### config.mk
export PLATFORM = sky130hd
export DESIGN_NAME = mmove_top
export DESIGN_NICKNAME = d
export VERILOG_FILES = /design/src/rtl/mmove_pkg.sv /design/src/rtl/mmove_ctrl.sv /design/src/rtl/mmove_datapath.sv /design/src/rtl/mmove_top.sv
export SDC_FILE = /design/constraint.sdc
export NUM_CORES = 2
export LEC_CHECK = 0
export ABC_AREA = 1
export ABC_CLOCK_PERIOD_IN_PS = 4200
export BUFFER_PORTS_ARGS = -buffer_cell sky130_fd_sc_hd__clkbuf_2
export CAP_MARGIN = 20
export CORE_UTILIZATION = 63
export CTS_BUF_LIST = sky130_fd_sc_hd__clkbuf_16
export DETAILED_ROUTE_END_ITERATION = 16
export PLACE_DENSITY_LB_ADDON = 0.05
export SYNTH_ARGS = -nofsm -noshare
export SYNTH_HDL_FRONTEND = slang
export SYNTH_SLANG_ARGS = --single-unit
### constraint.sdc
create_clock -name clk -period 4.2 [get_ports clk]
set_input_delay 0 -clock clk [delete_from_list [all_inputs] [get_ports clk]]
set_output_delay 0 -clock clk [all_outputs]
set_load 0.01 [all_outputs]
### src/rtl/mmove_pkg.sv
package mmove_pkg;
  localparam int CMD_W = 16;

  typedef enum logic [2:0] {
    LOC_CMP  = 3'd0,
    LOC_MR1  = 3'd1,
    LOC_MR2  = 3'd2,
    LOC_MEM  = 3'd4,
    LOC_NONE = 3'd7
  } loc_e;

  typedef struct packed {
    logic             exec;
    logic             loadAddr;
    logic [CMD_W-1:0] addrWord;
    loc_e             src;
    loc_e             dst;
    logic [1:0]       maskSel;
    logic             markValid;
  } strobe_t;

  typedef struct packed {
    loc_e src;
    loc_e dst;
    logic markValid;
    logic ok;
  } decoded_t;

  function automatic loc_e codeToLoc(input logic [2:0] code);
    case (code)
      3'd0: return LOC_CMP;
      3'd1: return LOC_MR1;
      3'd2: return LOC_MR2;
      3'd4: return LOC_MEM;
      default: return LOC_NONE;
    endcase
  endfunction

  // field decode
  function automatic decoded_t decodeMove(input logic [CMD_W-1:0] w);
    decoded_t d;
    d.dst = codeToLoc(w[5:3]);
    d.markValid = 1'b0;
    if (d.dst == LOC_MEM) begin
      d.markValid = w[2];
      d.src = (w[1:0] == 2'b11) ? LOC_MEM : codeToLoc({1'b0, w[1:0]});
    end else begin
      d.src = codeToLoc(w[2:0]);
    end
    // same location or reserved code -> no move
    d.ok = (d.src != LOC_NONE) && (d.dst != LOC_NONE) && (d.src != d.dst);
    return d;
  endfunction
endpackage

### src/rtl/mmove_ctrl.sv
module mmove_ctrl
  import mmove_pkg::*;
(
  input  logic             clk,
  input  logic             rstN,
  input  logic             cmdValid,
  input  logic [CMD_W-1:0] cmdWord,
  output logic             busy,
  output strobe_t          stb
);
  logic             waitAddr;
  logic [CMD_W-1:0] pendWord;
  logic             isMoveOp;
  decoded_t         decNow;
  decoded_t         decPend;

  // opcode match
  assign isMoveOp = (cmdWord[15:12] == 4'b0000) && (cmdWord[10:8] == 3'b011);
  assign decNow   = decodeMove(cmdWord);
  assign decPend  = decodeMove(pendWord);
  assign busy     = waitAddr;

  always_comb begin
    stb           = '0;
    stb.src       = LOC_NONE;
    stb.dst       = LOC_NONE;
    if (cmdValid) begin
      if (waitAddr) begin
        // any word is the address
        stb.loadAddr  = 1'b1;
        stb.addrWord  = cmdWord;
        stb.exec      = decPend.ok;
        stb.src       = decPend.src;
        stb.dst       = decPend.dst;
        stb.maskSel   = pendWord[7:6];
        stb.markValid = decPend.markValid;
      end else if (isMoveOp && !cmdWord[11]) begin
        stb.exec      = decNow.ok;
        stb.src       = decNow.src;
        stb.dst       = decNow.dst;
        stb.maskSel   = cmdWord[7:6];
        stb.markValid = decNow.markValid;
      end
    end
  end

  always_ff @(posedge clk) begin
    if (!rstN) begin
      waitAddr <= 1'b0;
      pendWord <= '0;
    end else if (cmdValid) begin
      if (waitAddr) begin
        waitAddr <= 1'b0;
      end else if (isMoveOp && cmdWord[11]) begin
        waitAddr <= 1'b1;
        pendWord <= cmdWord;
      end
    end
  end

  p_busy_from_flag_r7: assert property (@(posedge clk) disable iff (!rstN)
    $rose(busy) |-> $past(cmdValid && cmdWord[11]));

  p_busy_one_word_r11: assert property (@(posedge clk) disable iff (!rstN)
    (busy && cmdValid) |=> !busy);

  p_exec_distinct_r9: assert property (@(posedge clk) disable iff (!rstN)
    stb.exec |-> (stb.src != stb.dst));
endmodule

### src/rtl/mmove_datapath.sv
module mmove_datapath
  import mmove_pkg::*;
#(
  parameter int DEPTH  = 16,
  parameter int DATA_W = 64,
  localparam int AW    = (DEPTH > 1) ? $clog2(DEPTH) : 1
) (
  input  logic              clk,
  input  logic              rstN,
  input  strobe_t           stb,
  input  logic              ldValid,
  input  logic [1:0]        ldSel,
  input  logic [DATA_W-1:0] ldData,
  output logic [AW-1:0]     addrOut,
  output logic [DATA_W-1:0] cmpOut,
  output logic [DEPTH-1:0]  validOut
);
  logic [DATA_W-1:0] cmpReg, mr1Reg, mr2Reg;
  logic [DATA_W-1:0] memArr [DEPTH];
  logic [DEPTH-1:0]  validReg;
  logic [AW-1:0]     arReg;
  logic [1:0]        stepMode;

  logic [AW-1:0]     ea, nextAr;
  logic [DATA_W-1:0] memRd, srcVal, dstOld, maskVal, newVal;
  logic              maskOn, memTouched;

  always_comb begin
    ea     = stb.loadAddr ? stb.addrWord[AW-1:0] : arReg;
    memRd  = memArr[ea];
    case (stb.src)
      LOC_CMP: srcVal = cmpReg;
      LOC_MR1: srcVal = mr1Reg;
      LOC_MR2: srcVal = mr2Reg;
      LOC_MEM: srcVal = memRd;
      default: srcVal = '0;
    endcase
    case (stb.dst)
      LOC_CMP: dstOld = cmpReg;
      LOC_MR1: dstOld = mr1Reg;
      LOC_MR2: dstOld = mr2Reg;
      LOC_MEM: dstOld = memRd;
      default: dstOld = '0;
    endcase
    // masking only between comparand and array
    maskOn = ((stb.src == LOC_CMP) && (stb.dst == LOC_MEM)) ||
             ((stb.src == LOC_MEM) && (stb.dst == LOC_CMP));
    if (!maskOn)                  maskVal = '0;
    else if (stb.maskSel == 2'b01) maskVal = mr1Reg;
    else if (stb.maskSel == 2'b10) maskVal = mr2Reg;
    else                          maskVal = '0;
    newVal     = (dstOld & maskVal) | (srcVal & ~maskVal);
    memTouched = (stb.src == LOC_MEM) || (stb.dst == LOC_MEM);
    // step with wrap
    case (stepMode)
      2'b00:   nextAr = (ea == AW'(DEPTH - 1)) ? '0 : ea + AW'(1);
      2'b01:   nextAr = (ea == '0) ? AW'(DEPTH - 1) : ea - AW'(1);
      default: nextAr = ea;
    endcase
  end

  always_ff @(posedge clk) begin
    if (!rstN) begin
      cmpReg   <= '0;
      mr1Reg   <= '0;
      mr2Reg   <= '0;
      validReg <= '0;
      arReg    <= '0;
      stepMode <= 2'b00;
      for (int i = 0; i < DEPTH; i++) memArr[i] <= '0;
    end else begin
      if (stb.loadAddr) arReg <= ea;
      if (stb.exec) begin
        case (stb.dst)
          LOC_CMP: cmpReg <= newVal;
          LOC_MR1: mr1Reg <= newVal;
          LOC_MR2: mr2Reg <= newVal;
          LOC_MEM: begin
            memArr[ea] <= newVal;
            if (stb.markValid) validReg[ea] <= 1'b1;
          end
          default: ;
        endcase
        if (memTouched) arReg <= nextAr;
      end
      // load port
      if (ldValid) begin
        case (ldSel)
          2'b00: cmpReg   <= ldData;
          2'b01: mr1Reg   <= ldData;
          2'b10: mr2Reg   <= ldData;
          default: stepMode <= ldData[1:0];
        endcase
      end
    end
  end

  assign addrOut  = arReg;
  assign cmpOut   = cmpReg;
  assign validOut = validReg;

  p_valid_never_clears_r6: assert property (@(posedge clk) disable iff (!rstN)
    1'b1 |=> (($past(validReg) & ~validReg) == '0));

  p_mask_protects_cmp_r5: assert property (@(posedge clk) disable iff (!rstN)
    (stb.exec && stb.dst == LOC_CMP && stb.src == LOC_MEM && !ldValid)
      |=> (((cmpReg ^ $past(cmpReg)) & $past(maskVal)) == '0));

  p_hold_mode_r8: assert property (@(posedge clk) disable iff (!rstN)
    (stb.exec && memTouched && stepMode[1]) |=> (arReg == $past(ea)));

  p_idle_stable_r9: assert property (@(posedge clk) disable iff (!rstN)
    (!stb.exec && !stb.loadAddr && !ldValid)
      |=> ($stable(arReg) && $stable(cmpReg) && $stable(validReg)));
endmodule

### src/rtl/mmove_top.sv
module mmove_top
  import mmove_pkg::*;
#(
  parameter int DEPTH  = 16,
  parameter int DATA_W = 64,
  localparam int AW    = (DEPTH > 1) ? $clog2(DEPTH) : 1
) (
  input  logic              clk,
  input  logic              rstN,
  input  logic              cmdValid,
  input  logic [CMD_W-1:0]  cmdWord,
  input  logic              ldValid,
  input  logic [1:0]        ldSel,
  input  logic [DATA_W-1:0] ldData,
  output logic              busy,
  output logic [AW-1:0]     addrOut,
  output logic [DATA_W-1:0] cmpOut,
  output logic [DEPTH-1:0]  validOut
);
  strobe_t stb;

  mmove_ctrl ctrl_i (
    .clk(clk), .rstN(rstN), .cmdValid(cmdValid), .cmdWord(cmdWord),
    .busy(busy), .stb(stb)
  );

  mmove_datapath #(.DEPTH(DEPTH), .DATA_W(DATA_W)) dp_i (
    .clk(clk), .rstN(rstN), .stb(stb), .ldValid(ldValid), .ldSel(ldSel),
    .ldData(ldData), .addrOut(addrOut), .cmpOut(cmpOut), .validOut(validOut)
  );
endmodule

==> results by group <==
Power and ir drop
  – Total design power: 26.5 mW
  – Power Dens Cells: 379 nW/um^2
  – Peak supply drop: 349 uV
  – Leakage Power: 27.7 nW

Clock network
  – H-tree levels: 4
  – Clock root cell: clkbuf_16
  – Clock sinks: 1247
  – Clk Latency, worst-skew pair: 770 ps
  – Post-cts gate resize count: 0
  – Setup Buffers After CTS: 0
  – Longest Clk Path Bufs: 3
  – Clk pin slew, worst setup/hold paths: 60 ps
  – CTS Buf Count: 133
  – CTS tree: done

Yosys
  – Cell variety after synth: 38
  – Yosys warns: 0
  – Number of enable flip-flop cells after synthesis: 1024
  – Synthesized netlist cell count: 7746
  – Post-Syn Nets: 7836
  – Avg Cell Area, Syn: 8.08 sq um
  – Synth async-reset ratio: 0%
  – Sequential-to-total area share from yosys stat: 56.3%
  – Yosys reg bits: 1247
  – Synthesized area: 62600 sq um
  – Top FF cell, synth: edfxtp_1

Route
  – Initial DRC count: 8811
  – Vias/cell: 6.28
  – DR pass1 iterations: 7
  – Via count: 57.4k
  – Number of remaining DRC errors: 0
  – Final WL: 225000 microns
  – Wire per inst: 24.6 microns
  – Antenna-violating nets left: 0

Cells and area
  – Post-route cell area: 69900 sq um
  – Final Instance Count excl. Fillers: 9132
  – Final design utilization: 71.0%
  – N_diodes: 0
  – Layout cells sized above 1: 9.41%
  – Nets: 7842
  – Commonest non-fill, non-tap cell in the layout: nand2_1
  – Area growth syn-to-layout: 11.7%
  – Most frequent cells in the layout: 2625 x nand2_1, 1383 x nor2_1, 1024 x edfxtp_1, 853 x nand3_1, 420 x a21oi_1

Global route
  – Largest net degree at the start of global routing: 127
  – GRT Overall Usage: 44.1%
  – Global-route wire length before repair: 328000 microns
  – Number of global-route vias before repair: 53.6k
  – Grt total ovfl: 0
  – Initial antenna violation count: 3

Floorplanning
  – Die width: 317 microns
  – Die ar.: 101000 sq um
  – Initial Utilization: 63.6%
  – Die height: 317 microns
  – Row count: 115
  – I/O Pins: 171
  – Core area: 98400 sq um

Timing
  – Clock Skews: 21.0 ps
  – Post-layout min period: 3690 ps
  – FMAX: 0.271 GHz
  – Worst setup margin: 508 ps
  – RSZ-0062 raised after global routing: false
  – Slew @ Worst Pin: 1260 ps
  – Slew headroom: 16.0%
  – Period utilization: 87.9%
  – Worst Hold Margin: 104 ps
  – Final Hold Viols: 0
  – Final Max Tran Viols: 0
  – Final Setup Violations: 0
  – Setup TNS: 0 ps

Hold path
  – Hold Crit Class: primary input to flop
  – Hold depth: 8
  – Min-delay src: cmdWord[11]
  – Worst Hold End: dp_i.validOut[15]

Critical path
  – Worst r2r path cells: 15
  – Crit start category: flop
  – WP data arrival: 4170 ps
  – WP data required: 4670 ps
  – Crit-path max FO: 27
  – Reg2reg end: dp_i.memArr[8][12]
  – R2R setup slack: 510 ps
  – FF-to-FF Start: ctrl_i.busy
  – Setup CP Type: flop to flop
  – Crit end category: flop

Placement
  – DP Wirelength: 123000 microns
  – Pre-CTS setup slack: 707 ps
  – Cell Area, Placed: 64900 sq um
  – Port bufs: 170
  – Dpl cells: 8813
  – RD Place Congestion: 0.955

Run status
  – Status: complete, no violations

Run
  – Max-Cap Viols: 0
-- metal layers --
layer	share of wire (%)	GRT usage, %
met1	33	54.5
met2	44	66.7
met3	13	9.02
met4	9.8	37.8
met5	0.0049	0
-- worst max path at each step --
stage	endpoint	from	slack [ps]	cells past startpoint
after floorplan	dp_i.memArr[0][0]	ctrl_i.busy	290	12
after global placement	dp_i.memArr[11][57]	ctrl_i.busy	790	18
after detailed placement	dp_i.memArr[11][54]	ctrl_i.busy	710	17
after CTS	dp_i.memArr[7][57]	ctrl_i.busy	700	18
after global routing	dp_i.memArr[14][33]	ctrl_i.busy	390	17
final	dp_i.memArr[8][12]	ctrl_i.busy	510	15
-- power breakdown --
| group | total, mW | switching [mW] | internal [mW] |
|---|---|---|---|
| combinational | 1.23 | 0.839 | 0.392 |
| sequential | 13.9 | 0.192 | 13.8 |
| clock | 11.3 | 4.96 | 6.36 |
-- final cells by class --
| type | count | area (sq um) |
|---|---|---|
| inverters | 272 | 1030 |
| clock inverters | 88 | 587 |
| well taps | 1287 | 1610 |
| clock buffers | 140 | 3500 |
| repair buffers | 458 | 4180 |
| multi-input cells | 5640 | 23800 |
| fillers | 7766 | 28500 |
| flip-flops and latches | 1247 | 35200 |
-- state kept, by name, indices dropped and copies added (netlist names) --
register and cells:
dp_i.addrOut 4, ctrl_i.busy 1, dp_i.cmpOut 64, dp_i.memArr 1024, dp_i.validOut 16, dp_i.mr2Reg 64, ctrl_i.pendWord 8, dp_i.mr1Reg 64
dp_i.stepMode 2
-- worst max-delay path, stage by stage (launching register included) --
cell,delay [ps]
dfxtp_1,440
inv_1,160
nand2_1,130
nor2_4,80
nand3_1,100
nand2_2,90
buf_4,290
nand3_2,350
buf_4,420
nor2_1,70
nor2_1,470
nand2_1,120
nand2_1,90
nand2_1,170
inv_2,300
nor2_1,100
-- logic make-up (layout without fill, tap and decap cells) --
| logic type | after synthesis | count (layout) | synth area share (%) |
|---|---|---|---|
| buffers and inverters | 859 | 958 | 6.39 |
| DFF | 1247 | 1247 | 56.3 |
| muxes | 1 | 1 | 0.0180 |
| xor gates and xnor gates | 7 | 7 | 0.0980 |
| and+or+nand+nor | 4987 | 4987 | 32.0 |
| AOI/OAI and AO/OA | 641 | 641 | 5.19 |
| adders and majority gates | 4 | 4 | 0.0800 |
-- cells in the mapped netlist, types with 4 or more instances --
cell type / instances / area, sq um
ha_1: 4 / 50.1
nor2_1: 1390 / 5220
inv_2: 80 / 300
o21ai_0: 209 / 1050
buf_6: 21 / 236
buf_2: 309 / 1550
nand3_1: 855 / 4280
nand2_1: 2668 / 10000
inv_1: 188 / 706
xor2_1: 5 / 43.8
clkbuf_1: 158 / 593
dfxtp_1: 223 / 4460
a21oi_1: 420 / 2100
nand2_2: 59 / 369
buf_4: 60 / 450
buf_1: 39 / 146
edfxtp_1: 1024 / 30700
-- what timing repair did --
item                                   4_1_cts  5_1_grt
setup endpoints to repair                    0        0
hold buffers                                90        0
endpoints found under the hold margin      239        0
Note: power is estimated with default switching activity, not from simulation.
